--- src/rtl/mac_in_pkg.sv ---
package mac_in_pkg;

    typedef enum logic {
        A_PARALLEL = 1'b0,
        A_SHIFT    = 1'b1
    } a_mode_e;

    typedef enum logic {
        B_ROUTE = 1'b0,
        B_LOOP  = 1'b1
    } b_src_e;

    localparam int LOOP_W      = 18;
    localparam int SHIFT_MAX_W = 18;

    typedef struct packed {
        logic clr;
        logic ce;
    } reg_ctl_t;

    function automatic a_mode_e eff_a_mode(a_mode_e req, int width);
        return (req == A_SHIFT && width <= SHIFT_MAX_W) ? A_SHIFT : A_PARALLEL;
    endfunction

    function automatic b_src_e eff_b_src(b_src_e req, int width);
        return (req == B_LOOP && width == LOOP_W) ? B_LOOP : B_ROUTE;
    endfunction

endpackage

--- src/rtl/mac_op_reg.sv ---
module mac_op_reg
    import mac_in_pkg::*;
#(
    parameter int W = 18
) (
    input  logic         clk,
    input  logic         rst,
    input  reg_ctl_t     ctl,
    input  logic [W-1:0] d,
    output logic [W-1:0] q
);

    always_ff @(posedge clk) begin
        if (rst || ctl.clr) begin
            q <= '0;
        end else if (ctl.ce) begin
            q <= d;
        end
    end

    assert_clear_R2: assert property (@(posedge clk) disable iff (rst)
        ctl.clr |=> q == '0);

    assert_hold_R3: assert property (@(posedge clk) disable iff (rst)
        (!ctl.clr && !ctl.ce) |=> $stable(q));

endmodule

--- src/rtl/mac_a_chain.sv ---
module mac_a_chain
    import mac_in_pkg::*;
#(
    parameter int      N    = 2,
    parameter int      W    = 18,
    parameter a_mode_e MODE = A_SHIFT
) (
    input  logic           clk,
    input  logic           rst,
    input  reg_ctl_t       ctl,
    input  logic [N*W-1:0] a_in,
    output logic [N*W-1:0] a_q
);

    for (genvar k = 0; k < N; k++) begin : g_tap
        logic [W-1:0] d;

        if (MODE == A_SHIFT && k > 0) begin : g_link
            assign d = a_q[(k-1)*W +: W];

            assert_chain_step_R5: assert property (@(posedge clk) disable iff (rst)
                (ctl.ce && !ctl.clr) |=> a_q[k*W +: W] == $past(a_q[(k-1)*W +: W]));
        end else begin : g_load
            assign d = a_in[k*W +: W];

            assert_a_load_R8: assert property (@(posedge clk) disable iff (rst)
                (ctl.ce && !ctl.clr) |=> a_q[k*W +: W] == $past(a_in[k*W +: W]));
        end

        mac_op_reg #(.W(W)) u_reg (
            .clk (clk),
            .rst (rst),
            .ctl (ctl),
            .d   (d),
            .q   (a_q[k*W +: W])
        );
    end

endmodule

--- src/rtl/mac_b_bank.sv ---
module mac_b_bank
    import mac_in_pkg::*;
#(
    parameter int     N     = 2,
    parameter int     W     = 18,
    parameter int     RES_W = 38,
    parameter b_src_e SRC   = B_LOOP
) (
    input  logic           clk,
    input  logic           rst,
    input  reg_ctl_t       ctl,
    input  logic [N*W-1:0] b_in,
    input  logic [RES_W-1:0] res_in,
    output logic [N*W-1:0] b_q
);

    for (genvar k = 0; k < N; k++) begin : g_op
        logic [W-1:0] d;

        if (SRC == B_LOOP && k == 0) begin : g_loop
            assign d = res_in[RES_W-1 -: W];

            assert_loopback_R7: assert property (@(posedge clk) disable iff (rst)
                (ctl.ce && !ctl.clr) |=> b_q[W-1:0] == $past(res_in[RES_W-1 -: W]));
        end else begin : g_route
            assign d = b_in[k*W +: W];

            assert_b_route_R4: assert property (@(posedge clk) disable iff (rst)
                (ctl.ce && !ctl.clr) |=> b_q[k*W +: W] == $past(b_in[k*W +: W]));
        end

        mac_op_reg #(.W(W)) u_reg (
            .clk (clk),
            .rst (rst),
            .ctl (ctl),
            .d   (d),
            .q   (b_q[k*W +: W])
        );
    end

endmodule

--- src/rtl/mac_in_regs.sv ---
module mac_in_regs
    import mac_in_pkg::*;
#(
    parameter int      NUM_MULT   = 2,
    parameter int      OPW        = 18,
    parameter int      RES_W      = 38,
    parameter a_mode_e A_MODE_REQ = A_SHIFT,
    parameter b_src_e  B0_SRC_REQ = B_LOOP
) (
    input  logic                    clk,
    input  logic                    rst,
    input  logic                    clr,
    input  logic                    ce,
    input  logic [NUM_MULT*OPW-1:0] a_in,
    input  logic [NUM_MULT*OPW-1:0] b_in,
    input  logic [RES_W-1:0]        res_in,
    output logic [NUM_MULT*OPW-1:0] a_q,
    output logic [NUM_MULT*OPW-1:0] b_q,
    output logic [OPW-1:0]          a_scan_out
);

    localparam a_mode_e A_MODE = eff_a_mode(A_MODE_REQ, OPW);
    localparam b_src_e  B0_SRC = eff_b_src(B0_SRC_REQ, OPW);
    localparam int      TAIL   = (NUM_MULT - 1) * OPW;

    reg_ctl_t ctl;
    assign ctl = '{clr: clr, ce: ce};

    mac_a_chain #(
        .N    (NUM_MULT),
        .W    (OPW),
        .MODE (A_MODE)
    ) u_a_chain (
        .clk  (clk),
        .rst  (rst),
        .ctl  (ctl),
        .a_in (a_in),
        .a_q  (a_q)
    );

    mac_b_bank #(
        .N     (NUM_MULT),
        .W     (OPW),
        .RES_W (RES_W),
        .SRC   (B0_SRC)
    ) u_b_bank (
        .clk    (clk),
        .rst    (rst),
        .ctl    (ctl),
        .b_in   (b_in),
        .res_in (res_in),
        .b_q    (b_q)
    );

    // the chain tail is exported for cascading slices
    assign a_scan_out = a_q[TAIL +: OPW];

    assert_reset_clear_R1: assert property (@(posedge clk)
        $past(rst) |-> (a_q == '0 && b_q == '0 && a_scan_out == '0));

endmodule

--- config.mk ---
export PLATFORM = sky130hd
export DESIGN_NAME = mac_in_regs
export DESIGN_NICKNAME = d
export VERILOG_FILES = /design/src/rtl/mac_in_pkg.sv /design/src/rtl/mac_op_reg.sv /design/src/rtl/mac_a_chain.sv /design/src/rtl/mac_b_bank.sv /design/src/rtl/mac_in_regs.sv
export SDC_FILE = /design/constraint.sdc
export NUM_CORES = 1
export LEC_CHECK = 0
export ABC_AREA = 1
export CAP_MARGIN = 10
export CORE_MARGIN = 10
export CORE_UTILIZATION = 36
export DETAILED_ROUTE_END_ITERATION = 16
export PLACE_DENSITY_LB_ADDON = 0.1
export SETUP_SLACK_MARGIN = 0.5
export SYNTH_ARGS = -nofsm -noshare
export SYNTH_HDL_FRONTEND = slang
export SYNTH_SLANG_ARGS = --single-unit
--- constraint.sdc ---
create_clock -name clk -period 1 [get_ports clk]
set_clock_uncertainty 0.05 [all_clocks]
set_input_delay 0.25 -clock clk [delete_from_list [all_inputs] [get_ports clk]]
set_output_delay 0.25 -clock clk [all_outputs]
set_load 0.005 [all_outputs]
==> impl_metrics.py, run 1 <==
metrics = {
    "worst_setup_path": {
        "path_cells": "buf_6",
        "slowest_stage": "dfxtp_4",
        "cp.required_ns": 0.70,
        "worstPathArrival_ns": 0.82,
        "path_buf_inv": 1,
        "crit_type": "reg -> out",
        "cp.depth": 1,
        "r2r-start": "u_a_chain.g_tap[0].u_reg.q[14]$_SDFFE_PP0P_",
        "startpoint": "u_a_chain.g_tap[1].u_reg.q[1]$_SDFFE_PP0P_",
        "cp_top_family": "flip-flops",
        "slowest_delay_ns": 0.37,
        "r2r_cells": 7,
        "cp-start-kind": "register",
        "reg2reg_setup_slack_ns": 0.02,
        "rr_endpoint": "u_a_chain.g_tap[1].u_reg.q[14]$_SDFFE_PP0P_",
        "worst_setup_path_end_kind": "primary output",
        "cp_max_fo": 3,
    },
    "placed_design": {
        "numPlacedInstances": 709,
        "port_buffers": 147,
        "hpwl_um": 6320,
        "gp_congestion": 0.747,
    },
    "pwr": {
        "max-vdd-ir-drop_uv": 860,
        "p_per_area_nw_per_um2": 1150,
        "power_leakage_uw": 0.00301,
    },
    "yosys": {
        "ys_async_sr_fraction_pct": 0,
        "yosysSeqAreaShare_pct": 46.4,
        "syn_area_sq_um": 3110,
        "yosysWarnings": 0,
        "ys_types": 8,
        "syn_inst": 474,
        "synth_top_area_share_pct": 46.4,
        "ys_top_cells_by_count": "144 x nand2_1, 144 x nor2_1, 72 x dfxtp_1, 72 x inv_1, 21 x buf_4",
        "synth_top_area_cell": "dfxtp_1",
        "ys.flop_type": "dfxtp_1",
        "syn_avg_cell_area_sq_um": 6.55,
        "ys_top_cells_by_area": "dfxtp_1 46%, nand2_1 17%, nor2_1 17%",
        "synth_seq_cells": 72,
        "synth_edf_count": 0,
        "synthesis.nets": 588,
    },
    "cells_and_area": {
        "drive_above_1_share_pct": 56.4,
        "fillers": 647,
        "regArea_sq_um": 1550,
        "multiInputGateArea_sq_um": 1570,
        "insertedDiodeCount": 0,
        "instances_no_fill": 761,
        "fin_nets": 766,
        "syn_to_final_growth_pct": 94.4,
        "fin_util_pct": 72.8,
    },
    "drt": {
        "wl_per_cell_um": 13.8,
        "vias": 3261,
        "wirelength_um": 10500,
        "vias_per_cell": 4.29,
        "drtIter0Drc": 69,
        "ant_nets": 0,
        "dr.pass1.iters": 4,
        "drc": 0,
    },
    "status": {
        "violations": "negative setup slack",
        "status": "finished with violations",
    },
    "timing": {
        "setup_violations": 90,
        "tns_ns": -7.81,
        "rsz0062_at_grt": "yes",
        "finalWorstSetupSlack_ns": -0.116,
        "min_period_over_period_pct": 112,
        "drv_slew": 0,
        "period_minus_slack_ns": 1.12,
        "hold_violations": 0,
        "max_freq_mhz": 896,
        "relSlewSlack_pct": 83.0,
        "tightest_slew_ns": 0.254,
    },
    "global_route": {
        "grt_pass1_wl_um": 16300,
        "grt_pass1_vias": 3274,
        "grt_usage_pct": 15.7,
        "grt_max_degree": 27,
        "overflow": 0,
        "antenna_found_initial": 0,
    },
    "worst_hold_path": {
        "min-delay-start": "ce",
        "worstHoldPathCells": 4,
        "holdPathEnd": "u_b_bank.g_op[1].u_reg.q[1]$_SDFFE_PP0P_",
        "min_path_type": "in -> reg",
    },
    "cts": {
        "clock_latency_ns": 0.34,
        "cts_buffer_depth": 2,
        "clkTransAtPathRegs_ns": 0.07,
        "numCtsBuffers": 9,
        "cts_hold_buf": 0,
        "cts_root_buf": "clkbuf_8",
        "htreeDepth": 3,
        "cts_tree": "yes",
        "cts_sinks": 72,
    },
    "floorplanning": {
        "core_sq_um": 8300,
        "start_util_pct": 37.4,
        "ioPinCount": 204,
        "fp.dieH_um": 113,
        "fp.dieW_um": 113,
        "design.die.area_sq_um": 12700,
        "rows": 33,
    },
    "job": {
        "drv_cap": 0,
    },
}
## routing by layer
metal | vias up | wire length, um | track usage (%)
li1 | 1687 | - | -
met1 | 1476 | 4010 | 16.8
met2 | 90 | 5370 | 26.6
met3 | 8 | 1040 | 7.45
met4 | 0 | 97 | 4.99
met5 | - | 0 | 0
## sequential cells by signal, summed over array words and instances (netlist names)
signal	flops
u_a_chain.g_tap.u_reg.q	36
u_b_bank.g_op.u_reg.q	36
## cells by family after synthesis
group                  count (synthesis)  synth area share (%)
DFF                                   72                  46.4
and+or+nand+nor                      289                  35.2
buffers and inverters                113                  18.4
## power breakdown
part / total [uW] / internal, uW / switching, uW
clock network: 2310 / 1200 / 1100
logic: 1560 / 889 / 670
registers: 3090 / 3000 / 92.5
total: 6950 / 5090 / 1870
## cells in the final DEF (no fill, tap or decap), drive strengths merged
cell type / n
buf: 154
clkinvlp: 3
inv: 72
dlygate4sd2: 21
clkbuf: 10
nand2: 144
dfxtp: 72
clkdlybuf4s50: 33
bufinv: 1
nor2: 145
clkinv: 1
## worst max path at each step
stage	endpoint	slack, ns
after global routing	a_scan_out[11]	-0.15
after detailed placement	u_a_chain.g_tap[0].u_reg.q[16]$_SDFFE_PP0P_	-0.41
final	a_q[19]	-0.12
after floorplan	u_a_chain.g_tap[1].u_reg.q[11]$_SDFFE_PP0P_	0.11
after global placement	u_a_chain.g_tap[0].u_reg.q[12]$_SDFFE_PP0P_	-0.38
after CTS	a_q[28]	-0.13
## through the flow
step	setup slack (ns)	power (uW)	area [sq um]	hold WS [ns]
2_1_floorplan	0.110	3650	3270	0.349
3_3_place_gp	-0.383	4200	4720	0.387
3_5_place_dp	-0.413	4220	4720	0.397
4_1_cts	-0.131	6780	5400	0.200
5_1_grt	-0.148	7290	6040	0.269
6_report	-0.116	6950	6040	0.269
## cell type report
| class | count | area share, % |
|---|---|---|
| repair buffers | 208 | 38.5 |
| multi-input cells | 289 | 25.9 |
| flip-flops and latches | 72 | 25.6 |
| inverters | 72 | 4.52 |
| clock buffers | 10 | 2.28 |
| well taps | 105 | 2.18 |
| clock inverters | 5 | 0.953 |
## repair_timing
item,in CTS,in global routing
pin swaps,93,57
gates cloned,10,0
setup endpoints to repair,162,162
setup buffers,14,13
gates resized for setup,546,143
(Power assumes the default switching activity.)
==> run 2, diff against run 1 <==
- RECOVER_POWER: not set -> 50
==> run 2 against run 1 <==
Effect of this change: the flow still finishes with violations (negative setup slack); first-iteration DRC count is 17% lower; utilization down 2.6 points; design area shrank 3.6%; die area unchanged; sequential share of layout area grew 0.94 points; clock power barely moved; critical path type unchanged; critical endpoint unchanged; largest power group unchanged.
==> impl_metrics.py, run 2 (same netlist as run 1, synthesis figures left out) <==
metrics = {
    "pwr": {
        "p_comb_share_pct": 21.2,
        "p_int_uw": 5000,
        "max-vdd-ir-drop_uv": 859,
        "power_leakage_uw": 0.00293,
        "clockPowerShare_pct": 33.7,
        "power.switching_uw": 1850,
        "swShare_pct": 27.0,
        "p_per_area_nw_per_um2": 1180,
        "seqPwrFrac_pct": 45.1,
    },
    "cts": {
        "cts_buffer_depth": 2,
        "clock_latency_ns": 0.34,
        "htreeDepth": 3,
        "cts_tree": "yes",
        "cts_sinks": 72,
        "cts_root_buf": "clkbuf_8",
        "clkTransAtPathRegs_ns": 0.07,
        "cts_hold_buf": 0,
        "numCtsBuffers": 9,
    },
    "drt": {
        "ant_nets": 0,
        "dr.pass1.iters": 4,
        "wl_per_cell_um": 13.8,
        "vias": 3268,
        "vias_per_cell": 4.29,
        "drtIter0Drc": 57,
        "wirelength_um": 10500,
        "drc": 0,
    },
    "global_route": {
        "grt_pass1_vias": 3274,
        "overflow": 0,
        "grt_usage_pct": 15.7,
        "antenna_found_initial": 0,
        "grt_pass1_wl_um": 16300,
        "grt_max_degree": 27,
    },
    "cells_and_area": {
        "fillers": 684,
        "insertedDiodeCount": 0,
        "syn_to_final_growth_pct": 87.4,
        "final_common_cell": "nor2_1",
        "fin_nets": 766,
        "fin_util_pct": 70.1,
        "stdcell_area_sq_um": 5820,
        "instances_no_fill": 761,
        "largest_registers": "u_a_chain.g_tap.u_reg.q (36), u_b_bank.g_op.u_reg.q (36)",
        "final_cell_mix": "110 x nor2_1, 103 x buf_6, 72 x nand2_1, 65 x dfxtp_2, 55 x inv_1",
        "drive_above_1_share_pct": 54.6,
    },
    "worst_setup_path": {
        "path_buf_inv": 1,
        "slowest_stage": "dfxtp_4",
        "path_cells": "buf_6",
        "cp.required_ns": 0.70,
        "slowest_delay_ns": 0.37,
        "cp_max_fo": 3,
        "crit_type": "reg -> out",
        "cp-start-kind": "register",
        "cp_top_family": "flip-flops",
        "worst_setup_path_end_kind": "primary output",
        "worstPathArrival_ns": 0.82,
    },
    "timing": {
        "tightest_slew_ns": 0.284,
        "period_minus_slack_ns": 1.12,
        "rsz0062_at_grt": "yes",
        "hold_violations": 0,
        "setup_violations": 100,
        "max_freq_mhz": 896,
        "finalWorstSetupSlack_ns": -0.116,
        "tns_ns": -7.98,
        "drv_slew": 0,
        "relSlewSlack_pct": 81.1,
        "min_period_over_period_pct": 112,
    },
    "floorplanning": {
        "start_util_pct": 37.4,
        "ioPinCount": 204,
        "fp.dieW_um": 113,
        "core_sq_um": 8300,
        "rows": 33,
        "fp.dieH_um": 113,
        "design.die.area_sq_um": 12700,
    },
    "placed_design": {
        "hpwl_um": 6320,
        "numPlacedInstances": 709,
        "gp_congestion": 0.747,
        "port_buffers": 147,
        "place_area_sq_um": 4720,
    },
    "status": {
        "violations": "negative setup slack",
        "status": "finished with violations",
    },
    "worst_hold_path": {
        "min_path_type": "in -> reg",
    },
    "job": {
        "drv_cap": 0,
    },
}
run 2: cell types whose count changed in the layout (fill, tap and decap cells not counted), moves of 4 or more:
| cell | previous run | this run |
|---|---|---|
| clkbuf_1 | 0 | 6 |
| buf_6 | 109 | 103 |
| buf_16 | 9 | 4 |
| clkbuf_2 | 0 | 4 |
run 2: routing by layer:
metal  wire [um]  vias up  GRT usage (%)  part of all wire, %
li1            -     1685              -                    -
met1        4030     1483           16.8                   38
met2        5340       90           26.6                   51
met3        1040       10           7.45                  9.8
met4         122        0           4.99                  1.2
met5           0        -              0                    0
run 2: final timing paths:
kind | from | to | slack, ns | cells after the start
setup / recovery | u_a_chain.g_tap[1].u_reg.q[1]$_SDFFE_PP0P_ | a_q[19] | -0.12 | 1
hold / removal | ce | u_b_bank.g_op[1].u_reg.q[1]$_SDFFE_PP0P_ | 0.27 | 4
setup reg to reg | u_a_chain.g_tap[0].u_reg.q[14]$_SDFFE_PP0P_ | u_a_chain.g_tap[1].u_reg.q[14]$_SDFFE_PP0P_ | 0.02 | 7
hold reg to reg | u_a_chain.g_tap[1].u_reg.q[11]$_SDFFE_PP0P_ | u_a_chain.g_tap[1].u_reg.q[11]$_SDFFE_PP0P_ | 0.42 | 2
run 2: repair_timing:
item,CTS,global route
buffers inserted,14,13
pin swaps,93,57
gates cloned,10,0
gates resized for setup,546,143
setup endpoints to repair,162,162
run 2: layout make-up:
| type | instances | area (sq um) | share of cell area [%] |
|---|---|---|---|
| timing repair buffer | 208 | 2130 | 36.6 |
| multi-input combinational | 289 | 1550 | 26.6 |
| sequential | 72 | 1550 | 26.5 |
| inverter | 72 | 273 | 4.69 |
| clock buffer | 10 | 138 | 2.36 |
| tap | 105 | 131 | 2.26 |
| clock inverter | 5 | 57.6 | 0.989 |
run 2: power by group through the flow:
stage	sequential [uW]	clock (uW)	combinational (uW)
floorplan	3150	0	492
global placement	3130	0	1070
detailed placement	3140	0	1080
CTS	3090	2370	1320
global route	3100	2490	1590
finish	3090	2310	1450
run 2: per-stage QoR:
step	setup slack, ns	hold slack [ns]	total power, uW
after CTS	-0.131	0.200	6780
after global routing	-0.148	0.276	7180
after floorplan	0.110	0.349	3650
after detailed placement	-0.413	0.397	4220
after global placement	-0.383	0.387	4200
final	-0.116	0.271	6840
==> run 3, diff against run 2 <==
- HOLD_SLACK_MARGIN: not set -> 0.02
==> results of run 3 <==
No change in the layout: final DEF, timing and power equal those of run 2.
